$ cat src/rtl/cmm_pkg.sv
package cmm_pkg;
  typedef enum logic [2:0] {
    ST_IDLE,
    ST_MEAS,
    ST_DIV_GO,
    ST_DIV_WAIT,
    ST_DONE
  } cmm_state_e;
endpackage

$ cat src/rtl/cmm_phase_seq.sv
module cmm_phase_seq #(
  parameter int NUM       = 4,
  parameter int PHASE_LEN = 2048,
  parameter int DIS_LEN   = 4,
  localparam int IDX_W    = $clog2(NUM),
  localparam int PC_W     = $clog2(PHASE_LEN)
) (
  input  logic             clk,
  input  logic             rst_n,
  input  logic             launch_i,
  input  logic             run_i,
  output logic [IDX_W-1:0] sel_o,
  output logic             dis_o,
  output logic             phase_end_o,
  output logic             last_phase_o
);
  logic [PC_W-1:0] pc_q;

  always_ff @(posedge clk or negedge rst_n) begin
    if (!rst_n) begin
      pc_q  <= '0;
      sel_o <= '0;
    end else if (launch_i) begin
      pc_q  <= '0;
      sel_o <= '0;
    end else if (run_i) begin
      if (phase_end_o) begin
        pc_q  <= '0;
        sel_o <= sel_o + 1'b1;
      end else begin
        pc_q <= pc_q + 1'b1;
      end
    end
  end

  assign dis_o        = run_i && (pc_q < PC_W'(DIS_LEN));
  assign phase_end_o  = run_i && (pc_q == PC_W'(PHASE_LEN - 1));
  assign last_phase_o = (sel_o == IDX_W'(NUM - 1));

  // phases advance one element at a time
  a_r2_sel_step: assert property (@(posedge clk) disable iff (!rst_n)
    (phase_end_o && !last_phase_o && !launch_i) |=> (sel_o == $past(sel_o) + 1'b1));
  // a phase begins with the discharge strobe
  a_r3_dis_at_phase_start: assert property (@(posedge clk) disable iff (!rst_n)
    (phase_end_o && !last_phase_o && !launch_i) |=> dis_o);
endmodule

$ cat src/rtl/cmm_charge_cnt.sv
module cmm_charge_cnt #(
  parameter int CNT_W = 11,
  localparam logic [CNT_W-1:0] CNT_MAX = '1
) (
  input  logic             clk,
  input  logic             rst_n,
  input  logic             clr_i,
  input  logic             en_i,
  input  logic             cmp_i,
  output logic [CNT_W-1:0] cnt_nxt_o,
  output logic             stop_nxt_o
);
  logic [CNT_W-1:0] cnt_q;
  logic             stop_q;

  always_comb begin
    cnt_nxt_o  = cnt_q;
    stop_nxt_o = stop_q;
    if (clr_i) begin
      cnt_nxt_o  = '0;
      stop_nxt_o = 1'b0;
    end else if (en_i && !stop_q) begin
      if (cmp_i) cnt_nxt_o = (cnt_q == CNT_MAX) ? CNT_MAX : cnt_q + 1'b1;
      else       stop_nxt_o = 1'b1;
    end
  end

  always_ff @(posedge clk or negedge rst_n) begin
    if (!rst_n) begin
      cnt_q  <= '0;
      stop_q <= 1'b0;
    end else begin
      cnt_q  <= cnt_nxt_o;
      stop_q <= stop_nxt_o;
    end
  end

  // once the comparator has fallen the count freezes
  a_r4_frozen_after_stop: assert property (@(posedge clk) disable iff (!rst_n)
    (stop_q && !clr_i) |=> $stable(cnt_q));
  // saturated count never wraps
  a_r5_no_wrap: assert property (@(posedge clk) disable iff (!rst_n)
    (cnt_q == CNT_MAX && !clr_i) |=> (cnt_q == CNT_MAX));
endmodule

$ cat src/rtl/cmm_restoring_div.sv
module cmm_restoring_div #(
  parameter int DW = 23,
  parameter int VW = 11,
  localparam int SW = $clog2(DW + 1)
) (
  input  logic          clk,
  input  logic          rst_n,
  input  logic          go_i,
  input  logic [DW-1:0] dividend_i,
  input  logic [VW-1:0] divisor_i,
  output logic [DW-1:0] quo_o,
  output logic          done_o
);
  logic [VW-1:0] rem_q;
  logic [SW-1:0] step_q;
  logic          busy_q;
  logic [VW:0]   trial;
  logic          fits;

  assign trial = {rem_q, quo_o[DW-1]};
  assign fits  = (trial >= {1'b0, divisor_i});

  always_ff @(posedge clk or negedge rst_n) begin
    if (!rst_n) begin
      rem_q  <= '0;
      quo_o  <= '0;
      step_q <= '0;
      busy_q <= 1'b0;
      done_o <= 1'b0;
    end else begin
      done_o <= 1'b0;
      if (go_i) begin
        rem_q  <= '0;
        quo_o  <= dividend_i;
        step_q <= SW'(DW);
        busy_q <= 1'b1;
      end else if (busy_q) begin
        rem_q  <= fits ? VW'(trial - {1'b0, divisor_i}) : VW'(trial);
        quo_o  <= {quo_o[DW-2:0], fits};
        step_q <= step_q - 1'b1;
        if (step_q == SW'(1)) begin
          busy_q <= 1'b0;
          done_o <= 1'b1;
        end
      end
    end
  end

  logic [DW+VW-1:0] prod_w;
  assign prod_w = quo_o * divisor_i;
  // quotient is the floor of the exact ratio
  a_r7_floor_quotient: assert property (@(posedge clk) disable iff (!rst_n)
    (done_o && divisor_i != '0) |->
      ((prod_w <= (DW+VW)'(dividend_i)) &&
       ((DW+VW)'(dividend_i) - prod_w < (DW+VW)'(divisor_i))));
endmodule

$ cat src/rtl/cap_mismatch_meter.sv
module cap_mismatch_meter
  import cmm_pkg::*;
#(
  parameter int NBITS     = 2,
  parameter int CNT_W     = 11,
  parameter int FRAC_W    = 12,
  parameter int PHASE_LEN = 2048,
  parameter int DIS_LEN   = 4,
  localparam int NUM      = 1 << NBITS,
  localparam int IDX_W    = $clog2(NUM),
  localparam int DW       = CNT_W + FRAC_W,
  localparam int ERR_W    = DW + 1
) (
  input  logic                 clk,
  input  logic                 rst_n,
  input  logic                 start_i,
  input  logic                 cmp_i,
  output logic [IDX_W-1:0]     sel_o,
  output logic                 meas_act_o,
  output logic                 dis_o,
  output logic [NUM*ERR_W-1:0] err_o,
  output logic [NUM-1:0]       ovf_o,
  output logic [NUM-1:0]       inv_o,
  output logic                 done_o
);
  localparam logic [CNT_W-1:0] CNT_MAX = '1;

  function automatic logic [ERR_W-1:0] fx_err(input logic [DW-1:0] q);
    return {1'b0, q} - (ERR_W'(1) << FRAC_W);
  endfunction

  cmm_state_e       state_q;
  logic [IDX_W-1:0] idx_q;
  logic [CNT_W-1:0] cnt_mem [NUM];
  logic [ERR_W-1:0] err_q   [NUM];
  logic             launch_w, phase_end_w, last_phase_w, stop_nxt_w;
  logic [CNT_W-1:0] cnt_nxt_w;
  logic             div_go_w, div_done_w;
  logic [DW-1:0]    div_quo_w;
  logic             ref_zero_w;

  assign launch_w   = start_i && (state_q == ST_IDLE || state_q == ST_DONE);
  assign meas_act_o = (state_q == ST_MEAS);
  assign done_o     = (state_q == ST_DONE);
  assign ref_zero_w = (cnt_mem[NUM-1] == '0);
  assign div_go_w   = (state_q == ST_DIV_GO) && !ref_zero_w;

  cmm_phase_seq #(.NUM(NUM), .PHASE_LEN(PHASE_LEN), .DIS_LEN(DIS_LEN)) u_seq (
    .clk(clk), .rst_n(rst_n), .launch_i(launch_w), .run_i(meas_act_o),
    .sel_o(sel_o), .dis_o(dis_o), .phase_end_o(phase_end_w), .last_phase_o(last_phase_w));

  cmm_charge_cnt #(.CNT_W(CNT_W)) u_cnt (
    .clk(clk), .rst_n(rst_n), .clr_i(dis_o), .en_i(meas_act_o), .cmp_i(cmp_i),
    .cnt_nxt_o(cnt_nxt_w), .stop_nxt_o(stop_nxt_w));

  cmm_restoring_div #(.DW(DW), .VW(CNT_W)) u_div (
    .clk(clk), .rst_n(rst_n), .go_i(div_go_w),
    .dividend_i({cnt_mem[idx_q], FRAC_W'(0)}), .divisor_i(cnt_mem[NUM-1]),
    .quo_o(div_quo_w), .done_o(div_done_w));

  always_ff @(posedge clk or negedge rst_n) begin
    if (!rst_n) begin
      state_q <= ST_IDLE;
      idx_q   <= '0;
      ovf_o   <= '0;
      inv_o   <= '0;
      for (int i = 0; i < NUM; i++) begin
        cnt_mem[i] <= '0;
        err_q[i]   <= '0;
      end
    end else begin
      unique case (state_q)
        ST_IDLE, ST_DONE: if (launch_w) state_q <= ST_MEAS;
        ST_MEAS: if (phase_end_w) begin
          cnt_mem[sel_o] <= cnt_nxt_w;
          ovf_o[sel_o]   <= (cnt_nxt_w == CNT_MAX);
          inv_o[sel_o]   <= !stop_nxt_w;
          if (last_phase_w) begin
            state_q <= ST_DIV_GO;
            idx_q   <= '0;
          end
        end
        ST_DIV_GO: begin
          if (ref_zero_w) begin
            err_q[idx_q] <= '0;
            if (idx_q == IDX_W'(NUM - 1)) state_q <= ST_DONE;
            else idx_q <= idx_q + 1'b1;
          end else begin
            state_q <= ST_DIV_WAIT;
          end
        end
        ST_DIV_WAIT: if (div_done_w) begin
          err_q[idx_q] <= fx_err(div_quo_w);
          if (idx_q == IDX_W'(NUM - 1)) state_q <= ST_DONE;
          else begin
            idx_q   <= idx_q + 1'b1;
            state_q <= ST_DIV_GO;
          end
        end
        default: state_q <= ST_IDLE;
      endcase
    end
  end

  for (genvar g = 0; g < NUM; g++) begin : g_pack
    assign err_o[g*ERR_W +: ERR_W] = err_q[g];
  end

  // done holds until a new start is accepted
  a_r9_done_hold: assert property (@(posedge clk) disable iff (!rst_n)
    (done_o && !start_i) |=> done_o);
  // a start while busy does not restart the sweep
  a_r9_busy_start_ignored: assert property (@(posedge clk) disable iff (!rst_n)
    (meas_act_o && !phase_end_w) |=> meas_act_o);
  // discharge only while measuring
  a_r3_dis_in_meas: assert property (@(posedge clk) disable iff (!rst_n)
    dis_o |-> meas_act_o);
  // zero reference never launches a division
  a_r8_no_div_by_zero: assert property (@(posedge clk) disable iff (!rst_n)
    div_go_w |-> (cnt_mem[NUM-1] != '0));
endmodule

$ cat config.mk
export PLATFORM = sky130hd
export DESIGN_NAME = cap_mismatch_meter
export DESIGN_NICKNAME = d
export VERILOG_FILES = /design/src/rtl/cmm_pkg.sv /design/src/rtl/cmm_phase_seq.sv /design/src/rtl/cmm_charge_cnt.sv /design/src/rtl/cmm_restoring_div.sv /design/src/rtl/cap_mismatch_meter.sv
export SDC_FILE = /design/constraint.sdc
export NUM_CORES = 1
export LEC_CHECK = 0
export BUFFER_PORTS_ARGS = -buffer_cell sky130_fd_sc_hd__buf_4
export CAP_MARGIN = 10
export CORE_ASPECT_RATIO = 1.1
export CORE_MARGIN = 4
export CORE_UTILIZATION = 60
export DETAILED_ROUTE_END_ITERATION = 10
export HOLD_SLACK_MARGIN = 0.03
export PLACE_DENSITY = 0.86
export SETUP_SLACK_MARGIN = 0.5
export SLEW_MARGIN = 20
export SYNTH_ARGS = -nofsm -noshare
export SYNTH_HDL_FRONTEND = slang
export SYNTH_SLANG_ARGS = --single-unit
$ cat constraint.sdc
create_clock -name clk -period 4.7 [get_ports clk]
set_input_delay 0.235 -clock clk [delete_from_list [all_inputs] [get_ports clk]]
set_output_delay 0.235 -clock clk [all_outputs]
set_load 0.01 [all_outputs]
==> results of run 1 <==
[final timing paths]
check	startpoint	endpoint	slack, ns
min in group asynchronous	rst_n	u_seq.pc_q[5]	0.43
max	state_q[0]	dis_o	1.78
max in group asynchronous	rst_n	u_div.busy_q	3.27
min reg2reg	err_o[25]	err_o[25]	0.48
max reg2reg	u_div.quo_o[22]	u_div.rem_q[1]	1.80
min	start_i	state_q[2]	0.07
[logic make-up after synthesis]
logic type	Yosys count
XOR/XNOR	22
AO/OA/AOI/OAI	199
AND/OR/NAND/NOR	312
flip-flops	219
adder cells (fa/ha/maj)	25
multiplexers	104
buffers and inverters	73
[area by class of cell]
cell class	instances	area, µm²	share of cell area, %
clock inverters	11	143	1.20
well taps	204	255	2.14
flip-flops and latches	219	5480	46.0
multi-input cells	662	4370	36.7
repair buffers	119	916	7.69
clock buffers	29	638	5.36
inverters	28	113	0.945
[layer usage]
metal / part of all wire, % / global-route usage [%]
met1: 41 / 34.0
met2: 50 / 44.9
met3: 7.0 / 4.35
met4: 2.1 / 8.02
met5: 0 / 0
[report_power, final]
part,internal (mW),switching (mW)
registers,2.20,0.437
clock network,1.13,0.743
logic,0.790,1.10
total,4.11,2.28
[placed cells by master, fill, tap and decap left out, types with 6 or more instances in the layout]
| cell | instances |
|---|---|
| a21oi_1 | 28 |
| and2_1 | 6 |
| and3_1 | 6 |
| and4_1 | 6 |
| buf_4 | 116 |
| clkbuf_16 | 23 |
| dfrtp_1 | 218 |
| ha_1 | 24 |
| inv_1 | 27 |
| mux2_2 | 55 |
| mux2i_1 | 34 |
| mux4_2 | 11 |
| nand2_1 | 157 |
| nand2b_1 | 9 |
| nand3_1 | 18 |
| nor2_1 | 58 |
| nor2b_1 | 6 |
| nor3_1 | 9 |
| o21ai_0 | 130 |
| o31ai_1 | 8 |
| or3_1 | 6 |
| xnor2_1 | 12 |
| xor2_1 | 10 |
[sequential cells by signal, indices dropped and copies added (netlist names), 3 cells and up]
name	flops
u_div.step_q	5
u_div.quo_o	23
state_q	3
inv_o	4
u_cnt.cnt_q	11
err_o	96
u_div.rem_q	11
u_seq.pc_q	11
cnt_mem	44
ovf_o	4
[critical path, delay by kind of cell (launching register included)]
| family | cells | cell delay (ns) |
|---|---|---|
| buffers and inverters | 2 | 0.41 |
| flip-flops | 1 | 0.53 |
| AND/OR/NAND/NOR | 2 | 1.23 |
[per-stage QoR]
stage	std cells	instance area, µm²	utilization (%)
floorplan	954	10100	-
global placement	1231	11100	67.4
detailed placement	1231	11100	67.4
CTS	1272	11900	72.2
global route	1272	11900	72.2
finish	1272	11900	72.2
[repair_timing]
action | 4_1_cts | 5_1_grt
endpoints found under the hold margin | 136 | 0
hold buffers | 1 | 0
setup endpoints to repair | 0 | 0
==> metrics.md, run 1 <==
| Metric | Value |
|---|---|
| CTS Buf Count | `22` |
| Post-Synth Simple-Gate Area | `around 14%` |
| First-pass GRT wire length | `approximately 40000 µm` |
| Max-cap violations | `0` |
| Critical path, cell by cell | `or3b_1 -> inv_8 -> and4_1 -> buf_4` |
| Most instantiated cells after synthesis | `dfrtp_1, nand2_1, o21ai_0` |
| Post-synth EDFFs | `0` |
| CTS Buffer Depth | `3` |
| Vias in the first global route | `7699` |
| Antenna Nets Post-Route | `0` |
| Slew margin rel. | `31.9%` |
| DR vias | `7720` |
| Synth Area in XOR/XNOR | `1.90%` |
| Synth top area share | `54.0%` |
| HP Class | `primary input to flip-flop` |
| Startpoint Class | `flip-flop` |
| Crit path max-delay cell type | `or3b_1` |
| Critical path peak fanout | `13` |
| Largest family of logic cells by synthesized area | `simple AND/OR/NAND/NOR gates` |
| Later-pin clock latency in the skew report | `0.51 ns` |
| Mux cell area share after synthesis | `between 10% and 20%` |
| 1st-pass router iterations | `5` |
| Placer's final routability congestion estimate | `between 0.8 and 0.9` |
| Status | `finished clean` |
| Post-synthesis cell area | `approximately 10000 µm²` |
| Post-synthesis net count | `983` |
| WHS Path Cells | `3` |
| #FFs+latches synth | `roughly 220` |
| Min cycle time layout | `2.92 ns` |
| CTS resizes | `0` |
| Die Y | `144 µm` |
| Final wirelength | `around 24000 µm` |
| Total grt overflow | `0` |
| Least-Margin Pin Slew | `1.02 ns` |
| N_diodes | `0` |
| Synth Warn # | `0` |
| Die Width | `approximately 130 µm` |
| Distinct cells, synth | `63` |
| Fin. Hold Viols | `0` |
| VDD IR max | `353 µV` |
| Seq/Total Area, Yosys | `54.0%` |
| Ys async rst share | `between 90% and 100%` |
| Pwr dens | `between 500 and 600 nW/µm²` |
| Adder-cell share of the synthesized area | `under 10%` |
| Final Skew | `0.0113 ns` |
| Max Fclk | `0.342 GHz` |
| Remaining DRCs | `0` |
| Root Buffer | `clkbuf_16` |
| Largest net degree at the start of global routing | `between 100 and 150` |
| Avg Cell Area, Syn | `10.6 µm²` |
| Share of post-route cells with drive strength above 1 | `22.5%` |
| Starting DRT DRC Count | `702` |
| Avg WL per Cell | `19.2 µm` |
| Synth Area in Compound Gates | `a little under an eighth` |
| Reg2Reg Depth | `9` |
| Synth top area cells | `dfrtp_1, o21ai_0, mux2_2, nand2_1, mux2i_1` |
| Total power | `6.39 mW` |
| I/O pins | `113` |
| WP data required | `~4.5 ns` |
| Leakage | `~5.7 nW` |
| Area delta synth->final | `17.5%` |
| Setup TNS | `0 ns` |
| Place WS | `1.78 ns` |
| CTS tree | `yes` |
| Filler cell count in the final layout | `around 1100` |
| H-tree depth | `1` |
| Tcrit/Tclk final | `about 62%` |
| Final #Nets | `roughly 1100` |
| Via/cell ratio | `6.07` |
| Count leader, synth | `dfrtp_1` |
| Mapped Cells | `954` |
| RSZ-0062 raised after global routing | `no` |
| Reg clk slew, reported paths | `0.06 ns` |
| Max-slew violation count | `0` |
| All-layer global routing usage | `25.9%` |
| Dpl hpwl | `approximately 16000 µm` |
| Initial antenna violation count | `0` |
| Number of port buffers | `112` |
| Die area | `roughly 19000 µm²` |
| Final setup viols | `0` |
| Post-CTS setup buffer count | `0` |
| Core Box Area | `16500 µm²` |
| Most used DFF post-synth | `dfrtp_1` |
| Critical path capture point type | `output port` |
| Yosys top cell by area | `dfrtp_1` |
| Row count | `49` |
| TritonCTS Sinks | `219` |
| Arrival time worst endpoint | `~2.7 ns` |
| Min setup slack post-route | `~1.8 ns` |
| Initial core utilization | `between 60% and 70%` |
| Setup Crit Path Kind | `flip-flop to output port` |
| Max incr delay on CP | `between 0.6 and 0.7 ns` |
| Worst hold slack | `0.0667 ns` |
Note: power is estimated with default switching activity, not from simulation.
==> run 2: changes to the inputs <==
ABC_AREA = 1   (was default)
CORE_UTILIZATION = 59   (was 60)
PLACE_DENSITY = 0.85   (was 0.86)
clock period = 2.8 ns   (was 4.7 ns; I/O delays follow)
==> metrics.md, run 2 <==
| Metric | Value |
|---|---|
| Via/cell ratio | `5.65 (was 6.07)` |
| Synth top area share | `54.1% (was 54.0%)` |
| Placed Cells | `1502 (was 1231)` |
| Avg Cell Area, Syn | `8.56 µm² (was 10.6 µm²)` |
| Arrival time worst endpoint | `2.59 ns (was 2.69 ns)` |
| DR vias | `8720 (was 7720)` |
| Slew margin rel. | `58.9% (was 31.9%)` |
| Reg2Reg Depth | `10 (was 9)` |
| Placer's final routability congestion estimate | `0.921 (was 0.889)` |
| Most common cell after layout, fill and taps aside | `nand2_1 (was dfrtp_1)` |
| Post-synth EDFFs | `0 (unchanged)` |
| Ys async rst share | `100% (unchanged)` |
| Setup TNS | `0 ns (unchanged)` |
| Critical path capture point type | `flip-flop (was output port)` |
| HP Class | `primary input to flip-flop (unchanged)` |
| Critical R2R Capture | `err_o[10] (was u_div.rem_q[1])` |
| TritonCTS Sinks | `219 (unchanged)` |
| Hold wc startpoint | `start_i (unchanged)` |
| Status | `finished clean (unchanged)` |
| Seq/Total Area, Yosys | `54.1% (was 54.0%)` |
| Max Fclk | `0.457 GHz` |
| CTS tree | `yes (unchanged)` |
| Leakage | `6.07 nW (was 5.69 nW)` |
| Remaining DRCs | `0 (unchanged)` |
| Die area | `19300 µm² (was 19000 µm²)` |
| All-layer global routing usage | `25.9% (about the same)` |
| Core Box Area | `17000 µm² (was 16500 µm²)` |
| Least-Margin Pin Slew | `0.610 ns (was 1.02 ns)` |
| N_diodes | `0 (unchanged)` |
| Mapped Cells | `1184 (was 954)` |
| Largest net degree at the start of global routing | `82 (was 138)` |
| Final Skew | `0.0133 ns (was 0.0113 ns)` |
| Commonest cells after routing, fill and taps aside | `nand2_1, dfrtp_1, o21ai_0 (was dfrtp_1, nand2_1, o21ai_0)` |
| Number of port buffers | `112 (unchanged)` |
| Critical path peak fanout | `43 (was 13)` |
| Startpoint Class | `flip-flop (unchanged)` |
| Die Width | `133 µm (was 132 µm)` |
| I/O pins | `113 (unchanged)` |
| Count leader, synth | `nand2_1 (was dfrtp_1)` |
| Avg WL per Cell | `16.3 µm (was 19.2 µm)` |
| WHS Path Cells | `4 (was 3)` |
| VDD IR max | `650 µV (was 353 µV)` |
| CTS Buffer Depth | `3 (unchanged)` |
| Starting DRT DRC Count | `682 (was 702)` |
| Pwr dens | `938 nW/µm² (was 537 nW/µm²)` |
| Max-cap violations | `0 (unchanged)` |
| Antenna Nets Post-Route | `0 (unchanged)` |
| Final setup viols | `0 (unchanged)` |
| Final #Nets | `1324 (was 1081)` |
| RR Startpoint | `state_q[2] (was u_div.quo_o[22])` |
| H-tree depth | `1 (unchanged)` |
| Root Buffer | `clkbuf_16 (unchanged)` |
| Total grt overflow | `0 (unchanged)` |
| Later-pin clock latency in the skew report | `0.50 ns (was 0.51 ns)` |
| Fin. Hold Viols | `0 (unchanged)` |
| Final wirelength | `25200 µm (was 24500 µm)` |
| Initial antenna violation count | `0 (unchanged)` |
| Dpl hpwl | `17300 µm (was 16000 µm)` |
| Yosys top cell by area | `dfrtp_1 (unchanged)` |
| Number of flip-flops in the largest register | `96 (unchanged)` |
| Area delta synth->final | `18.5% (was 17.5%)` |
| Post-synthesis cell area | `10100 µm² (about the same)` |
| #FFs+latches synth | `219 (unchanged)` |
| CTS Buf Count | `22 (unchanged)` |
| First-pass GRT wire length | `42000 µm (was 40300 µm)` |
| Share of post-route cells with drive strength above 1 | `15.1% (was 22.5%)` |
| RSZ-0062 raised after global routing | `no (unchanged)` |
| Initial core utilization | `59.8% (was 61.5%)` |
| Min cycle time layout | `2.19 ns` |
| Reg clk slew, reported paths | `0.06 ns (about the same)` |
| 1st-pass router iterations | `7 (was 5)` |
| Setup Crit Path Kind | `flip-flop to flip-flop (was flip-flop to output port)` |
| Most instantiated cells after synthesis | `nand2_1, dfrtp_1, o21ai_0 (was dfrtp_1, nand2_1, o21ai_0)` |
| WP data required | `3.20 ns (was 4.47 ns)` |
| Synth Warn # | `0 (unchanged)` |
| Distinct cells, synth | `44 (was 63)` |
| Post-synthesis net count | `1213 (was 983)` |
| Row count | `50 (was 49)` |
| Vias in the first global route | `8434 (was 7699)` |
| Die Y | `145 µm (was 144 µm)` |
| R2r setup slk | `0.61 ns (was 1.80 ns)` |
| Tcrit/Tclk final | `between 70% and 80%` |
| Hold EP | `u_seq.sel_o[0] (was state_q[2])` |
| Max-slew violation count | `0 (unchanged)` |
| Synth top area cells | `dfrtp_1, nand2_1, o21ai_0, inv_1, ha_1 (was dfrtp_1, o21ai_0, mux2_2, nand2_1, mux2i_1)` |
| Post-Layout Cell Count | `1544 (was 1272)` |
| Most used DFF post-synth | `dfrtp_1 (unchanged)` |
==> run 2: cell types whose count changed in the layout (fill, tap and decap cells not counted), sizes merged, moves of 18 or more <==
cell	change
inv	+80
mux2	-59
mux2i	-34
nand2	+187
nand3	+29
nand4	+18
o21ai	+49
==> run 2: power breakdown <==
group | total [mW] | switching [mW] | internal, mW
registers | 4.28 | 0.474 | 3.80
logic | 4.05 | 2.63 | 1.42
clock network | 2.94 | 1.19 | 1.75
total | 11.3 | 4.29 | 6.98
==> run 2: cell families (layout without fill, tap and decap cells) <==
family	after synthesis	in the layout	synth area share [%]
DFF	219	219	54.1
and+or+nand+nor	508	508	21.3
buffers and inverters	155	281	6.23
xor gates and xnor gates	18	18	1.56
AOI/OAI and AO/OA	259	259	13.7
adders and majority gates	25	25	3.16
==> run 2: stage by stage <==
step	setup slack (ns)	instance area (µm²)	power, mW	hold slack, ns	utilization [%]
detailed placement	0.477	11200	8.23	0.180	66.1
global placement	0.564	11200	8.08	0.184	66.1
CTS	0.507	12000	11.3	0.0541	70.6
floorplan	0.695	10100	6.79	-0.156	-
global route	0.510	12000	12.0	0.125	70.8
finish	0.612	12000	11.3	0.0639	70.8
==> run 2: worst max path at each step <==
stage / from / to / slack [ns]
finish: state_q[2] / err_o[10] / 0.61
global route: state_q[2] / err_o[65] / 0.51
CTS: u_seq.pc_q[1] / cnt_mem[38] / 0.51
detailed placement: u_div.quo_o[22] / u_div.rem_q[0] / 0.48
global placement: u_div.quo_o[22] / u_div.rem_q[0] / 0.56
floorplan: u_div.quo_o[22] / u_div.rem_q[5] / 0.70
==> run 2: worst max-delay path: stages, from the launching register on <==
cell and delay, ns:
dfrtp_1 0.40, inv_1 0.15, nand2_2 0.11, nor2_4 0.11, inv_2 0.12, or2_1 0.34
buf_4 0.23, nand3_2 0.08, buf_6 0.28, nand2_1 0.11, o21ai_0 0.13
==> run 2: repair_timing <==
action	in CTS	in global routing
gates cloned	0	0
hold buffers	1	0
endpoints found under the hold margin	68	0
setup endpoints to repair	8	101
pin swaps	1	1
buffers inserted	1	1
gates resized for setup	1	13
==> run 2: per-layer routing <==
metal / part of all wire, % / vias to the layer above / track usage, %
met5: 0 / - / 0
met4: 3.4 / 0 / 10.3
met3: 6.8 / 73 / 4.18
met2: 49 / 334 / 42.8
met1: 41 / 4173 / 34.5
li1: - / 4140 / -
==> run 2: final cells by class <==
cell class                 instances  area [µm²]
clock inverter                     5        56.3
multi-input combinational        810        4040
fill                            1249        4940
sequential                       219        5480
inverter                         109         409
tap                              234         293
timing repair buffer             133        1050
clock buffer                      34         677
